[config.mk]
export PLATFORM = sky130hd
export DESIGN_NAME = lp_ctrl_reg
export DESIGN_NICKNAME = d
export VERILOG_FILES = /design/src/rtl/lpc_pkg.sv /design/src/rtl/lpc_lock_fsm.sv /design/src/rtl/lpc_fields.sv /design/src/rtl/lpc_decode.sv /design/src/rtl/lp_ctrl_reg.sv
export SDC_FILE = /design/constraint.sdc
export NUM_CORES = 1
export LEC_CHECK = 0
export BUFFER_PORTS_ARGS = -buffer_cell sky130_fd_sc_hd__buf_2
export CORE_MARGIN = 10
export CORE_UTILIZATION = 30
export CTS_CLUSTER_SIZE = 20
export DETAILED_ROUTE_END_ITERATION = 10
export PLACE_DENSITY = 0.87
export SLEW_MARGIN = 25
export SYNTH_ARGS = -nofsm -noshare
export SYNTH_HDL_FRONTEND = slang
export SYNTH_SLANG_ARGS = --single-unit
[constraint.sdc]
create_clock -name clk_i -period 1.3 [get_ports clk_i]
set_clock_uncertainty 0.15 [all_clocks]
set_input_delay 0.26 -clock clk_i [delete_from_list [all_inputs] [get_ports clk_i]]
set_output_delay 0.26 -clock clk_i [all_outputs]
set_load 0.01 [all_outputs]
[src/rtl/lpc_pkg.sv]
package lpc_pkg;

    // Field index within the stored control word
    localparam int unsigned NUM_FLD   = 6;
    localparam int unsigned F_HINT    = 0;
    localparam int unsigned F_CORE    = 1;
    localparam int unsigned F_IO      = 2;
    localparam int unsigned F_USB_SLP = 3;
    localparam int unsigned F_USB_ACT = 4;
    localparam int unsigned F_MAIN    = 5;

    // Bit position of each field in the software word (decoded by software)
    function automatic int unsigned fld_pos(input int unsigned idx);
        case (idx)
            0:       fld_pos = 0;
            1:       fld_pos = 4;
            2:       fld_pos = 5;
            3:       fld_pos = 6;
            4:       fld_pos = 7;
            default: fld_pos = 8;
        endcase
    endfunction

    // Reset value per field index: USB active clock and main keep are on
    localparam logic [NUM_FLD-1:0] FLD_RST = 6'b110000;

    typedef enum logic [1:0] {
        ST_OPEN   = 2'b01,
        ST_SEALED = 2'b10
    } lock_state_e;

    typedef struct packed {
        logic hint;
        logic core_slp;
        logic io_slp;
        logic usb_slp;
        logic usb_act;
        logic main_keep;
    } lp_out_t;

endpackage

[src/rtl/lpc_lock_fsm.sv]
module lpc_lock_fsm
    import lpc_pkg::*;
(
    input  logic clk_i,
    input  logic rst_ni,
    input  logic entry_start_i,
    input  logic active_return_i,
    output logic open_o
);

    lock_state_e state_q, state_d;

    always_comb begin
        state_d = state_q;
        unique case (state_q)
            ST_OPEN:   if (entry_start_i)   state_d = ST_SEALED;
            ST_SEALED: if (active_return_i) state_d = ST_OPEN;
            default:                        state_d = ST_SEALED;
        endcase
    end

    always_ff @(posedge clk_i or negedge rst_ni) begin
        if (!rst_ni) state_q <= ST_OPEN;
        else         state_q <= state_d;
    end

    always_comb begin
        open_o = 1'b0;
        unique case (state_q)
            ST_OPEN:   open_o = 1'b1;
            ST_SEALED: open_o = 1'b0;
            default:   open_o = 1'b0;
        endcase
    end


    p_seal_r2: assert property (@(posedge clk_i) disable iff (!rst_ni)
        (open_o && entry_start_i) |=> !open_o);

    p_unseal_r3: assert property (@(posedge clk_i) disable iff (!rst_ni)
        (!open_o && active_return_i) |=> open_o);

    p_hold_open_r9: assert property (@(posedge clk_i) disable iff (!rst_ni)
        (open_o && !entry_start_i) |=> open_o);
    p_hold_sealed_r9: assert property (@(posedge clk_i) disable iff (!rst_ni)
        (!open_o && !active_return_i) |=> !open_o);

endmodule

[src/rtl/lpc_fields.sv]
module lpc_fields
    import lpc_pkg::*;
#(
    parameter int unsigned DW = 32
) (
    input  logic              clk_i,
    input  logic              rst_ni,
    input  logic              lock_open_i,
    input  logic              wr_en_i,
    input  logic [DW-1:0]     wr_data_i,
    input  logic              hint_clr_i,
    output logic [NUM_FLD-1:0] fld_o,
    output logic [DW-1:0]     rd_data_o
);

    logic               wr_ok;
    logic [NUM_FLD-1:0] fld_q;
    logic               unused_wr;

    assign wr_ok     = wr_en_i && lock_open_i;
    assign unused_wr = ^wr_data_i;

    for (genvar i = 0; i < NUM_FLD; i++) begin : g_fld
        localparam int unsigned POS = fld_pos(i);
        if (i == F_HINT) begin : g_hint
            always_ff @(posedge clk_i or negedge rst_ni) begin
                if (!rst_ni)         fld_q[i] <= FLD_RST[i];
                else if (hint_clr_i) fld_q[i] <= 1'b0;
                else if (wr_ok)      fld_q[i] <= wr_data_i[POS];
            end
        end else begin : g_plain
            always_ff @(posedge clk_i or negedge rst_ni) begin
                if (!rst_ni)    fld_q[i] <= FLD_RST[i];
                else if (wr_ok) fld_q[i] <= wr_data_i[POS];
            end
        end
    end

    always_comb begin
        rd_data_o = '0;
        for (int unsigned k = 0; k < NUM_FLD; k++) begin
            rd_data_o[fld_pos(k)] = fld_q[k];
        end
    end

    assign fld_o = fld_q;


    p_frozen_r4: assert property (@(posedge clk_i) disable iff (!rst_ni)
        !lock_open_i |=> $stable(fld_q[NUM_FLD-1:1]));
    p_no_hint_rise_r4: assert property (@(posedge clk_i) disable iff (!rst_ni)
        !lock_open_i |=> !$rose(fld_q[F_HINT]));

    p_hint_clr_r6: assert property (@(posedge clk_i) disable iff (!rst_ni)
        hint_clr_i |=> !fld_q[F_HINT]);

endmodule

[src/rtl/lpc_decode.sv]
module lpc_decode
    import lpc_pkg::*;
(
    input  logic [NUM_FLD-1:0] fld_i,
    output lp_out_t            out_o
);

    always_comb begin
        out_o.hint      = fld_i[F_HINT];
        out_o.core_slp  = fld_i[F_CORE];
        out_o.io_slp    = fld_i[F_IO];
        out_o.usb_act   = fld_i[F_USB_ACT];
        out_o.main_keep = fld_i[F_MAIN];
        out_o.usb_slp   = fld_i[F_USB_SLP] && fld_i[F_MAIN];
    end

endmodule

[src/rtl/lp_ctrl_reg.sv]
module lp_ctrl_reg
    import lpc_pkg::*;
#(
    parameter int unsigned DW = 32
) (
    input  logic          clk_i,
    input  logic          rst_ni,
    input  logic          wr_en_i,
    input  logic [DW-1:0] wr_data_i,
    output logic [DW-1:0] rd_data_o,
    output logic          lock_open_o,
    input  logic          entry_start_i,
    input  logic          active_return_i,
    input  logic          rst_req_accept_i,
    output logic          hint_o,
    output logic          core_clk_slp_o,
    output logic          io_clk_slp_o,
    output logic          usb_clk_slp_o,
    output logic          usb_clk_act_o,
    output logic          main_keep_o
);

    logic [NUM_FLD-1:0] fld;
    lp_out_t            dec;
    logic               hint_clr;

    assign hint_clr = entry_start_i || rst_req_accept_i;

    lpc_lock_fsm u_lock (
        .clk_i           (clk_i),
        .rst_ni          (rst_ni),
        .entry_start_i   (entry_start_i),
        .active_return_i (active_return_i),
        .open_o          (lock_open_o)
    );

    lpc_fields #(.DW(DW)) u_fields (
        .clk_i       (clk_i),
        .rst_ni      (rst_ni),
        .lock_open_i (lock_open_o),
        .wr_en_i     (wr_en_i),
        .wr_data_i   (wr_data_i),
        .hint_clr_i  (hint_clr),
        .fld_o       (fld),
        .rd_data_o   (rd_data_o)
    );

    lpc_decode u_dec (
        .fld_i (fld),
        .out_o (dec)
    );

    assign hint_o         = dec.hint;
    assign core_clk_slp_o = dec.core_slp;
    assign io_clk_slp_o   = dec.io_slp;
    assign usb_clk_slp_o  = dec.usb_slp;
    assign usb_clk_act_o  = dec.usb_act;
    assign main_keep_o    = dec.main_keep;


    p_usb_gate_r7: assert property (@(posedge clk_i) disable iff (!rst_ni)
        usb_clk_slp_o |-> (rd_data_o[8] && rd_data_o[6]));

    p_core_r8: assert property (@(posedge clk_i) disable iff (!rst_ni)
        core_clk_slp_o == rd_data_o[4]);
    // at the ports
    p_rstreq_r6: assert property (@(posedge clk_i) disable iff (!rst_ni)
        rst_req_accept_i |=> !hint_o);

endmodule

* Yosys cells after proc, flatten, opt, wreduce, memory -nomap -nowiden *
Cells that the tools add are included.

word-level totals
  bits in registers = 8

operators by class
  eq/ne operators = 4
  muxes and demuxes = 6
  reduce and logical (&&, ||, !) cells = 5

operators by type and width
  cell                                                                   number
  2-bit 2-to-1 mux                                                       2
  2-bit != test, second input constant                                   2
  2-bit one-hot mux with 2 select lines                                  1
  1-bit 2-to-1 mux                                                       3
  2-bit by 1-bit equality test with 1-bit output, second input constant  1
  2-bit equality test, second input constant                             1
  1-bit logical AND                                                      2
  2-bit AND reduction                                                    1
  2-bit nonzero test                                                     1
  1-bit logical OR                                                       1

* Logic depth before layout (Yosys ltp) *
  depth after elaboration = 5
  depth in mapped cells = 2

* Cells and area by module *
Synthesis repeated with hierarchy kept, for this count alone.

unflattened totals
  cell total of the unflattened synthesis = 63
  area, all modules = 649.4 um^2

modules (own cells, without submodules)
  module        times used  sequential area each (um^2)  cells an instance  area each (um^2)
  lpc_fields    1           152.6                        49                 511.7
  lpc_lock_fsm  1           51.3                         7                  87.6
  lpc_decode    1           0.0                          6                  43.8
  lp_ctrl_reg   1           0.0                          1                  6.3

* Least setup slack after synthesis *
OpenSTA, ideal clock, no wires.

  path type = register -> register
  start = reg u_lock.state_q[0]
  end = reg u_fields.fld_q[0], in the netlist u_fields.fld_o[0]
  clock period less this slack = 1.200 ns
  cell stages (with the launch flop) = 3
  data required time = 1.025 ns
  data arrival time = 0.925 ns
  setup slack = 0.100 ns
  setup time = 0.125 ns
  cells stage by stage = dfstp_2 > nand3b_4 > mux2_2

between the ends
  word-level cells in the longest chain between the ends = 4

ends and longest elaborated chain
  item                                            RTL line            text
  start: declaration                              lpc_lock_fsm.sv:11  lock_state_e state_q, state_d;
  start signal: assignment                        lpc_lock_fsm.sv:24  else state_q <= state_d;
  2-bit by 1-bit equality test with 1-bit output  lpc_lock_fsm.sv:29  unique case (state_q)
  1-bit 2-to-1 mux                                lpc_lock_fsm.sv:29
  1-bit logical AND                               lpc_fields.sv:20    assign wr_ok = wr_en_i && lock_open_i;
  2-bit nonzero test (no line)                    --
  end signal: indexed assignment                  lpc_fields.sv:27    if (!rst_ni) fld_q[i] <= FLD_RST[i];
  end signal: indexed assignment                  lpc_fields.sv:29    else if (wr_ok) fld_q[i] <= wr_data_i[POS];
  end: declaration                                lpc_fields.sv:17    logic [NUM_FLD-1:0] fld_q;

Every way passes these cells.
A chain may end at the register's enable or synchronous reset.

* Final worst setup path *
  start = reg u_fields.fld_q[5], in the netlist u_fields.fld_o[5]
  end = out usb_clk_slp_o

between the ends
  word-level cells in the longest chain between the ends = 1

ends and longest elaborated chain
  item                              RTL line           text
  start signal: indexed assignment  lpc_fields.sv:33   if (!rst_ni) fld_q[i] <= FLD_RST[i];
  start signal: indexed assignment  lpc_fields.sv:34   else if (wr_ok) fld_q[i] <= wr_data_i[POS];
  1-bit logical AND                 lpc_decode.sv:14   out_o.usb_slp = fld_i[F_USB_SLP] && fld_i[F_MAIN];
  end: declaration                  lp_ctrl_reg.sv:18  output logic usb_clk_slp_o,

Every way passes these cells.

==> metrics.md <==
| Metric | Value |
|---|---|
| Status | finished with violations |
| Failing checks | negative setup slack |
| Detailed Routing Iterations Pass 1 | 2 |
| Ys Warns | 0 |
| CP max stage cell | dfstp_2 |
| Top cells by area, synth | buf_4, dfrtp_1, dfstp_2 |
| Max-Cap Viols | 0 |
| Synth unique cells | 13 |
| Placed Cells | 98 |
| Die Area | 4090 sq um |
| Clock Tree Root | clkbuf_4 |
| Area after DPL | 592 sq um |
| Drt drc | 0 |
| WL/cell | 12.8 microns |
| TritonCTS Buffers | 3 |
| N_diodes | 0 |
| HP Start | entry_start_i |
| Synth area leader | buf_4 |
| I/O Pins | 77 |
| Register area | 204 sq um |
| R2R Path End | u_fields.fld_o[1] |
| First-pass GRT wire length | 2040 microns |
| Combinational share of power | 45.2% |
| CP cell instances | and2_4 -> buf_6 |
| Multi-input gate area | 235 sq um |
| Hold endpoint | u_lock.state_q[0] |
| Die W | 63.9 microns |
| Clock Power Share | 17.2% |
| Crit path max-delay family | flip-flops |
| Total chip power | 1180 uW |
| Vias | 376 |
| Buf/Inv on CP | 1 |
| GRT overflow | 0 |
| Power density relative to cell area | 1760 nW/um^2 |
| Design area | 671 sq um |
| Detailed Route WL | 1340 microns |
| Max VDD drop | 0.581 mV |
| Vias in the first global route | 437 |
| FP Rows | 15 |
| Fin cells | 105 |
| Initial core utilization | 32.5% |
| Net Sw Frac | 34.3% |
| Post-route ant nets | 0 |
| Vias per cell | 3.58 |
| CP max stage delay | 0.54 ns |
| Post-Syn Area | 579 sq um |
| Core area | 1780 sq um |
| Fin crit period | 1.43 ns |
| Top Metal Used | met3 |
| Worst hold path type | in2reg |
| Startpoint types | flop |
| Count of mapped cells out of synthesis | 55 |
| Largest net degree at the start of global routing | 9 |
| Skew-Pair Late Insertion Delay | 0.25 ns |
| RR Startpoint | u_lock.state_q[0] |
| Gr usage total | 6.38% |
| Leakage | 0.000382 uW |
| Syn-to-layout area delta | 15.8% |
| Final setup fails | 10 |
| Initial antenna violation count | 0 |
| Post-synth top area share | 40.2% |
| Sequential share of power | 37.5% |
| Final hold viol count | 0 |
| Worst hold slack | 0.0805 ns |
| NumNets Final | 119 |
| Worst EP arrival | 1.02 ns |
| Sink Count | 8 |
| FF+latch count, synth | 8 |
| Final Max Slew Viols | 0 |
| Pint | 775 uW |
| FF-to-FF setup slack | -0.04 ns |
| Period utilization | 110% |
| WHS Path Cells | 2 |
| Fmax | 699 MHz |
| Sequential area share after synthesis | 35.2% |
| # H-tree levels | 1 |
| Wl on met1 | 390 microns |
| CP Class | reg2out |
| Proportion of layout cells with a drive suffix above 1 | 52.5% |
| WL met2 | 652 microns |
| Die height | 63.9 microns |
| RSZ-0062 raised after global routing | true |
| CP max FO | 4 |
| Layout fillers | 183 |
| Initial DRC count | 2 |
| Mean Syn Cell Area | 10.5 sq um |
| Reg clk slew, reported paths | 0.06 ns |
| Port bufs | 24 |
| CTS tree | done |
| Hpwl dp | 1180 microns |
| GPL Wtd Cong | 0.663 |
| WL met3 | 296 microns |
| R2R cell count | 3 |
| Nature of the critical path endpoint | output pin |
| Worst setup margin | -0.130 ns |
| Max Buffers Root-to-Sink | 2 |
| Sw power | 406 uW |
| Worst Path Required | 0.89 ns |
-- synth_stat cells (all sizes together) --
cell type  number
and2            1
buf            31
conb            1
dfrtp           5
dfstp           3
inv             1
mux2            6
nand2           1
nand2b          1
nand3b          1
nor3b           2
o22a            1
o22ai           1
-- flip-flops by register name, indices dropped and copies added (netlist names) --
| register | cells |
|---|---|
| u_lock.state_q | 2 |
| u_fields.fld_o | 6 |
-- how the worst max path moves through the flow --
stage	endpoint	from	cells past startpoint
after global routing	lock_open_o	u_lock.state_q[0]	3
final	usb_clk_slp_o	u_fields.fld_o[5]	2
after detailed placement	u_fields.fld_o[1]	u_lock.state_q[0]	2
after floorplan	u_fields.fld_o[0]	u_lock.state_q[0]	2
after global placement	u_fields.fld_o[3]	u_lock.state_q[0]	2
after CTS	lock_open_o	u_lock.state_q[0]	3
-- cells in the final DEF, fill, tap and decap left out, drive strengths merged --
cell	instances
dfrtp	5
o22a	1
mux2	6
o22ai	1
nand2b	1
nor3b	2
dlygate4sd3	1
clkbuf	4
conb	26
and2	1
nand3b	1
nand2	1
buf	26
dfstp	3
inv	1
-- what timing repair did --
| item | 4_1_cts | 5_1_grt |
|---|---|---|
| resized for setup | 3 | 3 |
| pin swaps | 0 | 0 |
| setup endpoints to repair | 6 | 12 |
| hold buffers | 1 | 0 |
| buffers inserted | 2 | 0 |
| hold endpoints to repair | 8 | 0 |
-- layer usage --
metal | track usage [%] | up-vias
met5 | 0 | -
li1 | - | 172
met1 | 4.55 | 171
met2 | 10.7 | 33
met4 | 1.64 | 0
met3 | 7.49 | 0
-- area by class of cell --
class,instances,area share [%]
multi-input cells,40,35.1
flip-flops and latches,8,30.4
repair buffers,27,25.4
well taps,25,4.66
clock buffers,4,3.92
inverters,1,0.560
-- power groups by stage --
stage	Combinational, uW	Clock, uW	Sequential, uW
2_1_floorplan	340	0	478
3_3_place_gp	434	0	438
3_5_place_dp	444	0	449
4_1_cts	513	215	444
5_1_grt	585	229	466
6_report	534	203	443
-- through the flow --
stage                     util [%]  TNS (ns)  setup WS [ns]
after floorplan                  -         0          0.100
after global placement        33.2         0         0.0558
after detailed placement      33.2         0         0.0248
after CTS                     37.1    -0.641         -0.156
after global routing          37.6     -1.08         -0.182
final                         37.6    -0.495         -0.130
-- logic make-up after synthesis --
family	Yosys count	share of synthesized area, %
buf+inv	32	40.8
flops	8	35.2
mux	6	11.7
simple gates	6	8.86
compound gates	2	2.81
other cells	1	0.647
(Power assumes the default switching activity.)
